--- config.mk ---
export PLATFORM = sky130hd
export DESIGN_NAME = ldpc_edge_permuter
export DESIGN_NICKNAME = d
export VERILOG_FILES = /design/src/rtl/epi_pkg.sv /design/src/rtl/epi_rank_bank.sv /design/src/rtl/epi_tables.sv /design/src/rtl/ldpc_edge_permuter.sv
export SDC_FILE = /design/constraint.sdc
export NUM_CORES = 2
export LEC_CHECK = 0
export ABC_CLOCK_PERIOD_IN_PS = 11500
export BUFFER_PORTS_ARGS = -buffer_cell sky130_fd_sc_hd__buf_4
export CORE_MARGIN = 1
export CORE_UTILIZATION = 40
export DETAILED_ROUTE_END_ITERATION = 8
export HOLD_SLACK_MARGIN = 0.06
export PLACE_DENSITY = 0.6
export SYNTH_ARGS = -nofsm -noshare
export SYNTH_HDL_FRONTEND = slang
export SYNTH_SLANG_ARGS = --single-unit
--- constraint.sdc ---
create_clock -name clk -period 11.5 [get_ports clk]
set_input_delay 2.3 -clock clk [delete_from_list [all_inputs] [get_ports clk]]
set_output_delay 2.3 -clock clk [all_outputs]
set_load 0.01 [all_outputs]
--- src/rtl/epi_pkg.sv ---
package epi_pkg;

    typedef enum logic [1:0] {
        ST_IDLE,
        ST_LOAD,
        ST_SCAN,
        ST_FIN
    } epi_state_t;

endpackage

--- src/rtl/epi_rank_bank.sv ---
module epi_rank_bank #(
    parameter int MAX_COLS = 32,
    parameter int MAX_W    = 4,
    localparam int CLW     = $clog2(MAX_COLS),
    localparam int WW      = $clog2(MAX_W + 1)
) (
    input  logic           clk,
    input  logic           rst_n,
    input  logic           clr,
    input  logic           inc,
    input  logic [CLW-1:0] col,
    input  logic [WW-1:0]  wcol,
    output logic [WW-1:0]  rank,
    output logic           full
);

    logic [WW-1:0] cnt_w [MAX_COLS];

    for (genvar g = 0; g < MAX_COLS; g++) begin : g_col
        logic [WW-1:0] c_q;

        always_ff @(posedge clk or negedge rst_n) begin
            if (!rst_n) begin
                c_q <= '0;
            end else if (clr) begin
                c_q <= '0;
            end else if (inc && (col == CLW'(g)) && (c_q < wcol)) begin
                c_q <= c_q + 1'b1;
            end
        end

        assign cnt_w[g] = c_q;

        // a per-column occurrence count never passes the column weight
        assert_counter_cap_R3: assert property (@(posedge clk) disable iff (!rst_n)
            c_q <= wcol);
    end

    always_comb begin
        rank = cnt_w[col] + 1'b1;
        full = (cnt_w[col] >= wcol);
    end

endmodule

--- src/rtl/epi_tables.sv ---
module epi_tables #(
    parameter int MAX_E    = 64,
    parameter int MAX_COLS = 32,
    parameter int MAX_W    = 4,
    localparam int IW      = $clog2(MAX_E),
    localparam int CLW     = $clog2(MAX_COLS),
    localparam int WW      = $clog2(MAX_W + 1)
) (
    input  logic           clk,
    // check-order write, one per accepted edge
    input  logic           wr_en,
    input  logic [IW-1:0]  wr_pos,
    input  logic [IW-1:0]  wr_bit_idx,
    input  logic [WW-1:0]  wr_rank,
    input  logic           wr_chk_seg,
    // bit-order write of the inverse entry
    input  logic           inv_en,
    input  logic [CLW-1:0] inv_col,
    // column-start flag write during the scan
    input  logic           seg_en,
    input  logic [IW-1:0]  seg_pos,
    input  logic           seg_val,
    // scan read taps
    input  logic [IW-1:0]  sc_addr,
    input  logic [IW-1:0]  sc_prev_addr,
    output logic [CLW-1:0] sc_col_cur,
    output logic [CLW-1:0] sc_col_prev,
    output logic [IW-1:0]  sc_back,
    // external read port
    input  logic [IW-1:0]  rd_addr,
    output logic [IW-1:0]  rd_bit_idx,
    output logic [IW-1:0]  rd_chk_idx,
    output logic [WW-1:0]  rd_rank,
    output logic           rd_chk_seg,
    output logic           rd_bit_seg
);

    logic [IW-1:0]  bit_tbl     [MAX_E];
    logic [WW-1:0]  rank_tbl    [MAX_E];
    logic [IW-1:0]  chk_tbl     [MAX_E];
    logic [CLW-1:0] col_by_bit  [MAX_E];
    logic [MAX_E-1:0] chk_seg_tbl;
    logic [MAX_E-1:0] bit_seg_tbl;

    always_ff @(posedge clk) begin
        if (wr_en) begin
            bit_tbl[wr_pos]     <= wr_bit_idx;
            rank_tbl[wr_pos]    <= wr_rank;
            chk_seg_tbl[wr_pos] <= wr_chk_seg;
        end
        if (inv_en) begin
            chk_tbl[wr_bit_idx]    <= wr_pos;
            col_by_bit[wr_bit_idx] <= inv_col;
        end
        if (seg_en) begin
            bit_seg_tbl[seg_pos] <= seg_val;
        end
    end

    always_comb begin
        sc_col_cur  = col_by_bit[sc_addr];
        sc_col_prev = col_by_bit[sc_prev_addr];
        sc_back     = bit_tbl[chk_tbl[sc_addr]];
        rd_bit_idx  = bit_tbl[rd_addr];
        rd_chk_idx  = chk_tbl[rd_addr];
        rd_rank     = rank_tbl[rd_addr];
        rd_chk_seg  = chk_seg_tbl[rd_addr];
        rd_bit_seg  = bit_seg_tbl[rd_addr];
    end

endmodule

--- src/rtl/ldpc_edge_permuter.sv ---
module ldpc_edge_permuter
    import epi_pkg::*;
#(
    parameter int MAX_E    = 64,
    parameter int MAX_COLS = 32,
    parameter int MAX_ROWS = 32,
    parameter int MAX_W    = 4,
    localparam int IW      = $clog2(MAX_E),
    localparam int EW      = $clog2(MAX_E + 1),
    localparam int CLW     = $clog2(MAX_COLS),
    localparam int RW      = $clog2(MAX_ROWS),
    localparam int WW      = $clog2(MAX_W + 1),
    localparam int PW      = CLW + WW + 1
) (
    input  logic           clk,
    input  logic           rst_n,
    input  logic           start,
    input  logic [WW-1:0]  cfg_wcol,
    input  logic [EW-1:0]  cfg_edges,
    input  logic           edge_valid,
    input  logic [RW-1:0]  edge_row,
    input  logic [CLW-1:0] edge_col,
    input  logic [IW-1:0]  rd_addr,
    output logic [IW-1:0]  rd_bit_idx,
    output logic [IW-1:0]  rd_chk_idx,
    output logic [WW-1:0]  rd_rank,
    output logic           rd_chk_seg,
    output logic           rd_bit_seg,
    output logic           busy,
    output logic           done,
    output logic           err
);

    epi_state_t state_q, state_d;

    logic [WW-1:0]  wcol_q;
    logic [EW-1:0]  edges_q;
    logic [EW-1:0]  pos_q;
    logic [EW-1:0]  scan_q;
    logic [RW-1:0]  prev_row_q;
    logic           err_q;

    logic           start_acc;
    logic           accept;
    logic           last_edge;
    logic           last_scan;
    logic [WW-1:0]  rank;
    logic           col_full;
    logic [PW-1:0]  bit_calc;
    logic           bit_ok;
    logic           chk_seg_val;
    logic [IW-1:0]  scan_addr;
    logic [IW-1:0]  scan_prev;
    logic [CLW-1:0] sc_col_cur;
    logic [CLW-1:0] sc_col_prev;
    logic [IW-1:0]  sc_back;
    logic           bit_seg_val;

    assign start_acc = (state_q == ST_IDLE) && start;
    assign accept    = (state_q == ST_LOAD) && edge_valid;
    assign last_edge = (pos_q == edges_q - EW'(1));
    assign last_scan = (scan_q == edges_q - EW'(1));

    // ---------------- state register ----------------
    always_ff @(posedge clk or negedge rst_n) begin
        if (!rst_n) begin
            state_q <= ST_IDLE;
        end else begin
            state_q <= state_d;
        end
    end

    always_comb begin
        state_d = state_q;
        unique case (state_q)
            ST_IDLE: begin
                if (start) begin
                    state_d = (cfg_edges == '0) ? ST_FIN : ST_LOAD;
                end
            end
            ST_LOAD: begin
                if (accept && last_edge) begin
                    state_d = ST_SCAN;
                end
            end
            ST_SCAN: begin
                if (last_scan) begin
                    state_d = ST_FIN;
                end
            end
            ST_FIN: begin
                state_d = ST_IDLE;
            end
            default: state_d = ST_IDLE;
        endcase
    end

    // ---------------- outputs ----------------
    always_comb begin
        busy = 1'b1;
        done = 1'b0;
        unique case (state_q)
            ST_IDLE: busy = 1'b0;
            ST_LOAD: busy = 1'b1;
            ST_SCAN: busy = 1'b1;
            ST_FIN:  done = 1'b1;
            default: busy = 1'b0;
        endcase
        err = err_q;
    end

    // ---------------- datapath registers ----------------
    always_ff @(posedge clk or negedge rst_n) begin
        if (!rst_n) begin
            wcol_q     <= '0;
            edges_q    <= '0;
            pos_q      <= '0;
            scan_q     <= '0;
            prev_row_q <= '0;
            err_q      <= 1'b0;
        end else begin
            if (start_acc) begin
                wcol_q  <= cfg_wcol;
                edges_q <= cfg_edges;
                pos_q   <= '0;
                scan_q  <= '0;
                err_q   <= (cfg_wcol == '0) || (cfg_wcol > WW'(MAX_W));
            end
            if (accept) begin
                pos_q      <= pos_q + EW'(1);
                prev_row_q <= edge_row;
                if (!bit_ok) begin
                    err_q <= 1'b1;
                end
            end
            if (state_q == ST_SCAN) begin
                scan_q <= scan_q + EW'(1);
            end
        end
    end

    // ---------------- rank and index ----------------
    epi_rank_bank #(
        .MAX_COLS (MAX_COLS),
        .MAX_W    (MAX_W)
    ) u_rank (
        .clk   (clk),
        .rst_n (rst_n),
        .clr   (start_acc),
        .inc   (accept),
        .col   (edge_col),
        .wcol  (wcol_q),
        .rank  (rank),
        .full  (col_full)
    );

    always_comb begin
        bit_calc    = PW'(edge_col) * PW'(wcol_q) + PW'(rank) - PW'(1);
        bit_ok      = !col_full && (bit_calc < PW'(edges_q));
        chk_seg_val = (pos_q == '0) || (edge_row != prev_row_q);
        scan_addr   = scan_q[IW-1:0];
        scan_prev   = scan_addr - IW'(1);
        bit_seg_val = (scan_q == '0) || (sc_col_cur != sc_col_prev);
    end

    epi_tables #(
        .MAX_E    (MAX_E),
        .MAX_COLS (MAX_COLS),
        .MAX_W    (MAX_W)
    ) u_tables (
        .clk          (clk),
        .wr_en        (accept),
        .wr_pos       (pos_q[IW-1:0]),
        .wr_bit_idx   (bit_calc[IW-1:0]),
        .wr_rank      (rank),
        .wr_chk_seg   (chk_seg_val),
        .inv_en       (accept && bit_ok),
        .inv_col      (edge_col),
        .seg_en       (state_q == ST_SCAN),
        .seg_pos      (scan_addr),
        .seg_val      (bit_seg_val),
        .sc_addr      (scan_addr),
        .sc_prev_addr (scan_prev),
        .sc_col_cur   (sc_col_cur),
        .sc_col_prev  (sc_col_prev),
        .sc_back      (sc_back),
        .rd_addr      (rd_addr),
        .rd_bit_idx   (rd_bit_idx),
        .rd_chk_idx   (rd_chk_idx),
        .rd_rank      (rd_rank),
        .rd_chk_seg   (rd_chk_seg),
        .rd_bit_seg   (rd_bit_seg)
    );

    // ---------------- assertions ----------------
    // done lasts one cycle
    assert_done_pulse_R2: assert property (@(posedge clk) disable iff (!rst_n)
        done |=> !done);

    // the scan only leaves toward FINISH
    assert_scan_exit_R2: assert property (@(posedge clk) disable iff (!rst_n)
        (state_q == ST_SCAN) |=> (state_q == ST_SCAN) || (state_q == ST_FIN));

    // on a clean build the bit table undoes the inverse table at every scanned slot
    assert_inverse_R5: assert property (@(posedge clk) disable iff (!rst_n)
        (state_q == ST_SCAN) && !err_q |-> (sc_back == scan_addr));

    // err is held until a new build is accepted
    assert_err_sticky_R8: assert property (@(posedge clk) disable iff (!rst_n)
        err_q && !start_acc |=> err_q);

    // a start while busy leaves the captured weight untouched
    assert_start_ignored_R9: assert property (@(posedge clk) disable iff (!rst_n)
        (state_q != ST_IDLE) && start |=> $stable(wcol_q));

endmodule

Word level (Yosys, flattened, before mapping)
Memories as Yosys holds them, arrays and structs flattened. Index checks and enable logic that the tools add are counted.

Add/sub/neg operators: 39. Multipliers: 1. Reduce and logical (&&, ||, !) cells: 116. Equality and inequality tests: 41. Bitwise operators: 1. Magnitude comparators: 41. Muxes and demuxes: 94.

Operators by type and width (count): two-way mux 3 bit (66); bitwise mux 64 bit (2); adder 3 x 1 -> 3 bit, second input constant (33); less-than comparator 3 bit (32); equality test 5 bit, second input constant (16); logical AND 1 bit (71); nonzero test 2 bit (34); equality test 5 x 4 -> 1 bit, second input constant (8); zero test 7 bit (3); less-than comparator 6 x 7 -> 1 bit, second input constant (3); two-way mux 7 bit (3); equality test 5 x 3 -> 1 bit, second input constant (4); binary-select mux 3 bit (select 5 bit) (1); adder 7 x 1 -> 7 bit, second input constant (2); equality test 7 bit (2); two-way mux 1 bit (13); binary-select mux 1 bit (select 6 bit) (2); demux 1 bit (select 6 bit) (2); >= comparator 6 x 1 -> 1 bit, second input constant (2); equality test 5 x 2 -> 1 bit, second input constant (2); inequality test 5 bit (2); adder 8 x 3 -> 9 bit (1); less-than comparator 9 x 7 -> 1 bit (1); subtractor 9 x 1 -> 9 bit, second input constant (1); 20 further kinds (27).

Memories kept: 4. RAM bits: 1280. Register bits: 256. Output and inout bits: 20. Input bits: 30.

Memory list: u_tables.bit_tbl (depth 64, width 6, read ports 1, clocked after memory_dff 0, wr ports 1, RTL line epi_tables.sv:38) `logic [IW-1:0] bit_tbl [MAX_E];`; u_tables.chk_tbl (depth 64, width 6, read ports 1, clocked after memory_dff 0, wr ports 1, RTL line epi_tables.sv:40) `logic [IW-1:0] chk_tbl [MAX_E];`; u_tables.col_by_bit (depth 64, width 5, read ports 2, clocked after memory_dff 0, wr ports 1, RTL line epi_tables.sv:41) `logic [CLW-1:0] col_by_bit [MAX_E];`; u_tables.rank_tbl (depth 64, width 3, read ports 1, clocked after memory_dff 0, wr ports 1, RTL line epi_tables.sv:39) `logic [WW-1:0] rank_tbl [MAX_E];`.

Logic depth before layout (Yosys ltp)
Depth after elaboration: 12. Gate-level depth with buffers: 23. Depth with buffers taken out: 20.

Hierarchy
From an unflattened synthesis, not the netlist that was laid out.

Cell total of the unflattened synthesis: 4252. Area, all modules: 73610.6 um2.

By module, submodules not included: epi_tables (cells each 3230, instances 1, seq. area each 42280.6 um2, area an instance 63699.8 um2); epi_rank_bank (cells each 701, instances 1, seq. area each 2402.3 um2, area an instance 7021.7 um2); ldpc_edge_permuter (cells each 321, instances 1, seq. area each 800.8 um2, area an instance 2889.0 um2).

Worst setup path before layout
No wires, ideal clock.

Kind: in2reg. Start: input port edge_col[0]. End: memory u_tables.chk_tbl[0][0] (netlist name), enable pin. Slack: -2.489 ns. Required time: 11.107 ns. Stages on the path: 19. Data arrival time: 13.596 ns. Cells stage by stage: buf_1 > clkbuf_1 > mux4_2 > mux4_2 > mux2i_1 > inv_1 > ha_1 > xor2_1 > fa_1 > ha_1 > a21o_1 > a21oi_1 > xnor2_1 > ha_1 > a21o_1 > a31oi_1 > nand2_1 > clkbuf_1 > nor3_1.

Cells in the longest elaborated chain, start to end: 12. Elaborated cells between the ends (all ways): 15.

Ends and longest elaborated chain: start: declaration (RTL line ldpc_edge_permuter.sv:22) `input logic [CLW-1:0] edge_col,`; NOT 5 -> 6 bit (implied by the code) (*) (RTL line epi_rank_bank.sv:40) `rank = cnt_w[col] + 1'b1;`; binary-select mux 3 bit (select 5 bit) (*) (RTL line epi_rank_bank.sv:40); two-way mux 3 bit (implied by the code) (*) (2 in a row) (RTL line epi_rank_bank.sv:40); adder 3 x 1 -> 3 bit (*) (RTL line epi_rank_bank.sv:40); named net rank[0] (RTL line ldpc_edge_permuter.sv:47) `logic [WW-1:0] rank;`; adder 8 x 3 -> 9 bit (*) (RTL line ldpc_edge_permuter.sv:158) `bit_calc = PW'(edge_col) * PW'(wcol_q) + PW'(rank) - PW'(1);`; subtractor 9 x 1 -> 9 bit (*) (RTL line ldpc_edge_permuter.sv:158); named net bit_calc[4] (RTL line ldpc_edge_permuter.sv:49) `logic [PW-1:0] bit_calc;`; less-than comparator 9 x 7 -> 1 bit (RTL line ldpc_edge_permuter.sv:159) `bit_ok = !col_full && (bit_calc < PW'(edges_q));`; logical AND 1 bit (RTL line ldpc_edge_permuter.sv:159); logical AND 1 bit (RTL line ldpc_edge_permuter.sv:177) `.inv_en (accept && bit_ok),`; two-way mux 1 bit (RTL line epi_tables.sv:51) `if (inv_en) begin`; two-way mux 1 bit (implied by the code) (RTL line epi_tables.sv:52) `chk_tbl[wr_bit_idx] <= wr_pos;`; end: declaration (RTL line epi_tables.sv:40).

The timed path passes the listed nets; every way through them passes the cells marked *. The select of a mux whose other input is x is not followed.

Worst setup path after layout
Start: input port edge_col[0]. End: memory u_tables.chk_tbl[10][0] (netlist name), enable pin.

Cells in the longest elaborated chain, start to end: 12. Elaborated cells between the ends (all ways): 15.

Ends and longest elaborated chain (RTL line): NOT 5 -> 6 bit (implied by the code) (*) (epi_rank_bank.sv:40); binary-select mux 3 bit (select 5 bit) (*) (epi_rank_bank.sv:40); two-way mux 3 bit (implied by the code) (*) (2 in a row) (epi_rank_bank.sv:40); adder 3 x 1 -> 3 bit (*) (epi_rank_bank.sv:40); named net rank[2] (ldpc_edge_permuter.sv:47); adder 8 x 3 -> 9 bit (*) (ldpc_edge_permuter.sv:158); subtractor 9 x 1 -> 9 bit (*) (ldpc_edge_permuter.sv:158); less-than comparator 9 x 7 -> 1 bit (ldpc_edge_permuter.sv:159); logical AND 1 bit (ldpc_edge_permuter.sv:159); logical AND 1 bit (ldpc_edge_permuter.sv:177); two-way mux 1 bit (epi_tables.sv:51); two-way mux 1 bit (implied by the code) (epi_tables.sv:52).

Marked as above.

==> flow_summary.yaml <==
routing:
  wl_met2_mm: 83.6
  wl_per_cell_microns: 29.1
  drc: 0
  via_per_inst: 5.88
  vias: 36296
  drtIter0Drc: 4398
  firstDrtPassIters: 5
  ant_nets: 0
  topRoutingLayerUsed: "met5"
  routed-wl-met3_mm: 13.6
  wl_met1_mm: 76.5
  drt-total-wl_mm: 179
finish:
  nets: 4014
  drive_above_1_share_pct: 25.1
  syn2layout_area_growth_pct: 13.1
  final_cell_mix: "edfxtp_1, mux4_2, nor2_1"
  final_util_pct: 45.8
  final.fill_count: 13862
  final_common_cell: "edfxtp_1"
critical_path:
  start_kind: "primary input"
  worstPathRequired_ps: 11920
  crit_path_cell_trace: "buf_4 > mux4_2 > mux4_2 > mux2_2 > ha_2 > xor2_4 > fa_1 > ha_1 > a21o_1 > a21oi_1 > o21bai_1 > a21oi_1 > xnor2_1 > ha_1 > a211oi_1 > o21ai_0 > a31oi_1 > nand2_4 > buf_4 > nor3_2"
  worst-path-max-fanout: 46
  critPathKind: "in2reg"
  worst_path_largest_cell_delay_ps: 860
  cp.arrival_ps: 9270
  cp-end-kind: "flop"
  cp_top_family: "compound AO/OA/AOI/OAI gates"
  crit_buf_inv: 2
  crit_path_top_delay_cell: "nor3_2"
place:
  dpl.hpwl_mm: 113
  place.gp.congestion: 0.935
  pre_cts_slack_ps: 1850
  portBuffers: 49
timing:
  fmax_mhz: 113
  tns_ps: 0
  grt_setup_unrepaired: "no"
  final_hold_viol_count: 0
  period_share_pct: 76.9
  timing.final.crit_period_ps: 8850
  worstMarginPinSlew_ps: 1340
  relSlewSlack_pct: 9.46
  final_max_slew_viol_count: 0
  finalClockSkew_ps: 32.2
  timing.final.ws_setup_ps: 2650
  setup_violations: 0
run:
  maxCapViolations: 0
synth:
  syn_nets: 3934
  synth_seq_cells: 1536
  syn_area_sq_um: 67100
  ys_types: 79
  synth_edf_count: 1408
  synth_flop_cell: "edfxtp_1"
  syn_inst: 3762
  avgSynthCellArea_sq_um: 17.8
  seq_area_frac_synth_pct: 67.8
  ys_warn_count: 0
  synthArstFlopShare_pct: 8.33
clocking:
  h-tree-depth: 4
  root_buffer: "clkbuf_16"
  cts_buffers: 161
  clock_latency_ps: 820
  post_cts_buffers: 0
  path_clk_slew_ps: 60
  cts_resized: 0
  clk_path_buf_depth: 3
  postCtsHoldBufs: 0
  cts.sinks: 1536
  cts_tree: "yes"
pwr:
  vdd_drop_max_mv: 0.491
  p_total_mw: 18.7
  p_leak_nw: 25.1
  p_per_area_nw_per_um2: 247
global_route:
  grt_remaining_overflow: 0
  grt_pass1_wl_mm: 262
  antenna_found_initial: 8
  first_global_vias: 36163
  grt_max_degree: 95
  grt_usage_pct: 21.3
die:
  start_util_pct: 40.5
  die_x_microns: 412
  boundaryPins: 50
  fp.dieH_microns: 412
  rows: 149
  core_area_sq_um: 166000
  die_area_sq_um: 169000
hold_path:
  hp-class: "reg2reg"
run_status:
  status: "finished clean"
[power by group]
| group | switching, mW | total (mW) | internal, mW |
|---|---|---|---|
| Sequential | 0.147 | 7.61 | 7.46 |
| Combinational | 4.18 | 5.79 | 1.61 |
| Clock | 2.23 | 5.35 | 3.12 |
| Total | 6.55 | 18.7 | 12.2 |
[through the flow]
stage               cells  instance area [sq um]  hold slack (ps)
detailed placement   5868                  70500              485
CTS                  6167                  75900              500
global route         6167                  75900              531
global placement     5868                  70500              478
floorplan            3762                  67200              466
finish               6168                  75900              498
[metal layers]
layer	GRT usage [%]	up-vias
li1	-	15235
met2	32.7	1676
met1	30.6	19082
met3	4.01	301
met4	7.19	2
met5	0	-
[sequential cells by signal, summed over array words and instances, names as in the netlist, 64 cells and up]
name                  count
u_tables.bit_tbl        384
u_tables.rank_tbl       192
u_tables.chk_seg_tbl     64
u_tables.chk_tbl        384
u_tables.bit_seg_tbl     64
u_tables.col_by_bit     320
u_rank.g_col.c_q         96
[worst reg2reg max path, delay by kind of cell, from the launching register on]
kind	cells	cell delay (ps)
AO/OA/AOI/OAI	7	1630
AND/OR/NAND/NOR	2	1400
adder cells (fa/ha/maj)	4	1320
multiplexers	3	1300
buffers and inverters	1	500
flip-flops	1	450
XOR/XNOR	2	340
[worst paths after layout]
| kind | from | endpoint | slack [ps] | cells past startpoint |
|---|---|---|---|---|
| setup / recovery | edge_col[0] | u_tables.chk_tbl[10][0] | 2650 | 20 |
| hold / removal | prev_row_q[2] | prev_row_q[2] | 500 | 2 |
| setup reg to reg | u_rank.g_col[15].c_q[1] | u_tables.chk_tbl[10][0] | 4170 | 19 |
| hold reg to reg | prev_row_q[2] | prev_row_q[2] | 500 | 2 |
| max in group asynchronous | rst_n | scan_q[2] | 8500 | 2 |
| min in group asynchronous | rst_n | prev_row_q[1] | 1530 | 1 |
[cells in the mapped netlist, drive strengths merged, types with 7 or more instances]
cell type	n	area, sq um
o221ai	23	201
nand2	210	788
nor3	121	622
edfxtp	1408	42300
o211ai	8	60.1
inv	102	383
nor2	323	1210
a2bb2oi	8	70.1
a21boi	33	248
dfrtp	128	3200
xnor2	58	508
o21ai	72	360
buf	79	420
mux2i	66	661
xor2	51	465
clkbuf	143	537
mux2	43	484
o22ai	52	325
mux4	491	11100
a21oi	20	100
nor2b	12	75.1
nand2b	12	75.1
ha	136	1700
nand3	30	150
nand4	9	56.3
a21o	7	52.6
[logic make-up (layout without fill, tap and decap cells)]
family | Yosys count | after routing | synth area share [%]
adder cells (fa/ha/maj) | 142 | 142 | 2.71
buffers and inverters | 324 | 540 | 2.00
AND/OR/NAND/NOR | 761 | 761 | 4.92
AO/OA/AOI/OAI | 290 | 290 | 2.96
XOR/XNOR | 109 | 109 | 1.45
flip-flops | 1536 | 1536 | 67.8
multiplexers | 600 | 600 | 18.2
other | 0 | 1 | 0
[area by class of cell]
| cell class | count | area (sq um) | area share [%] |
|---|---|---|---|
| repair buffers | 139 | 1110 | 1.47 |
| clock inverters | 93 | 1020 | 1.35 |
| inverters | 102 | 383 | 0.504 |
| flip-flops and latches | 1536 | 45500 | 59.9 |
| well taps | 2189 | 2740 | 3.61 |
| clock buffers | 206 | 4390 | 5.78 |
| multi-input cells | 1902 | 20800 | 27.3 |
| diodes | 1 | 2.50 | 0.00330 |
Note: power is estimated with default switching activity, not from simulation.
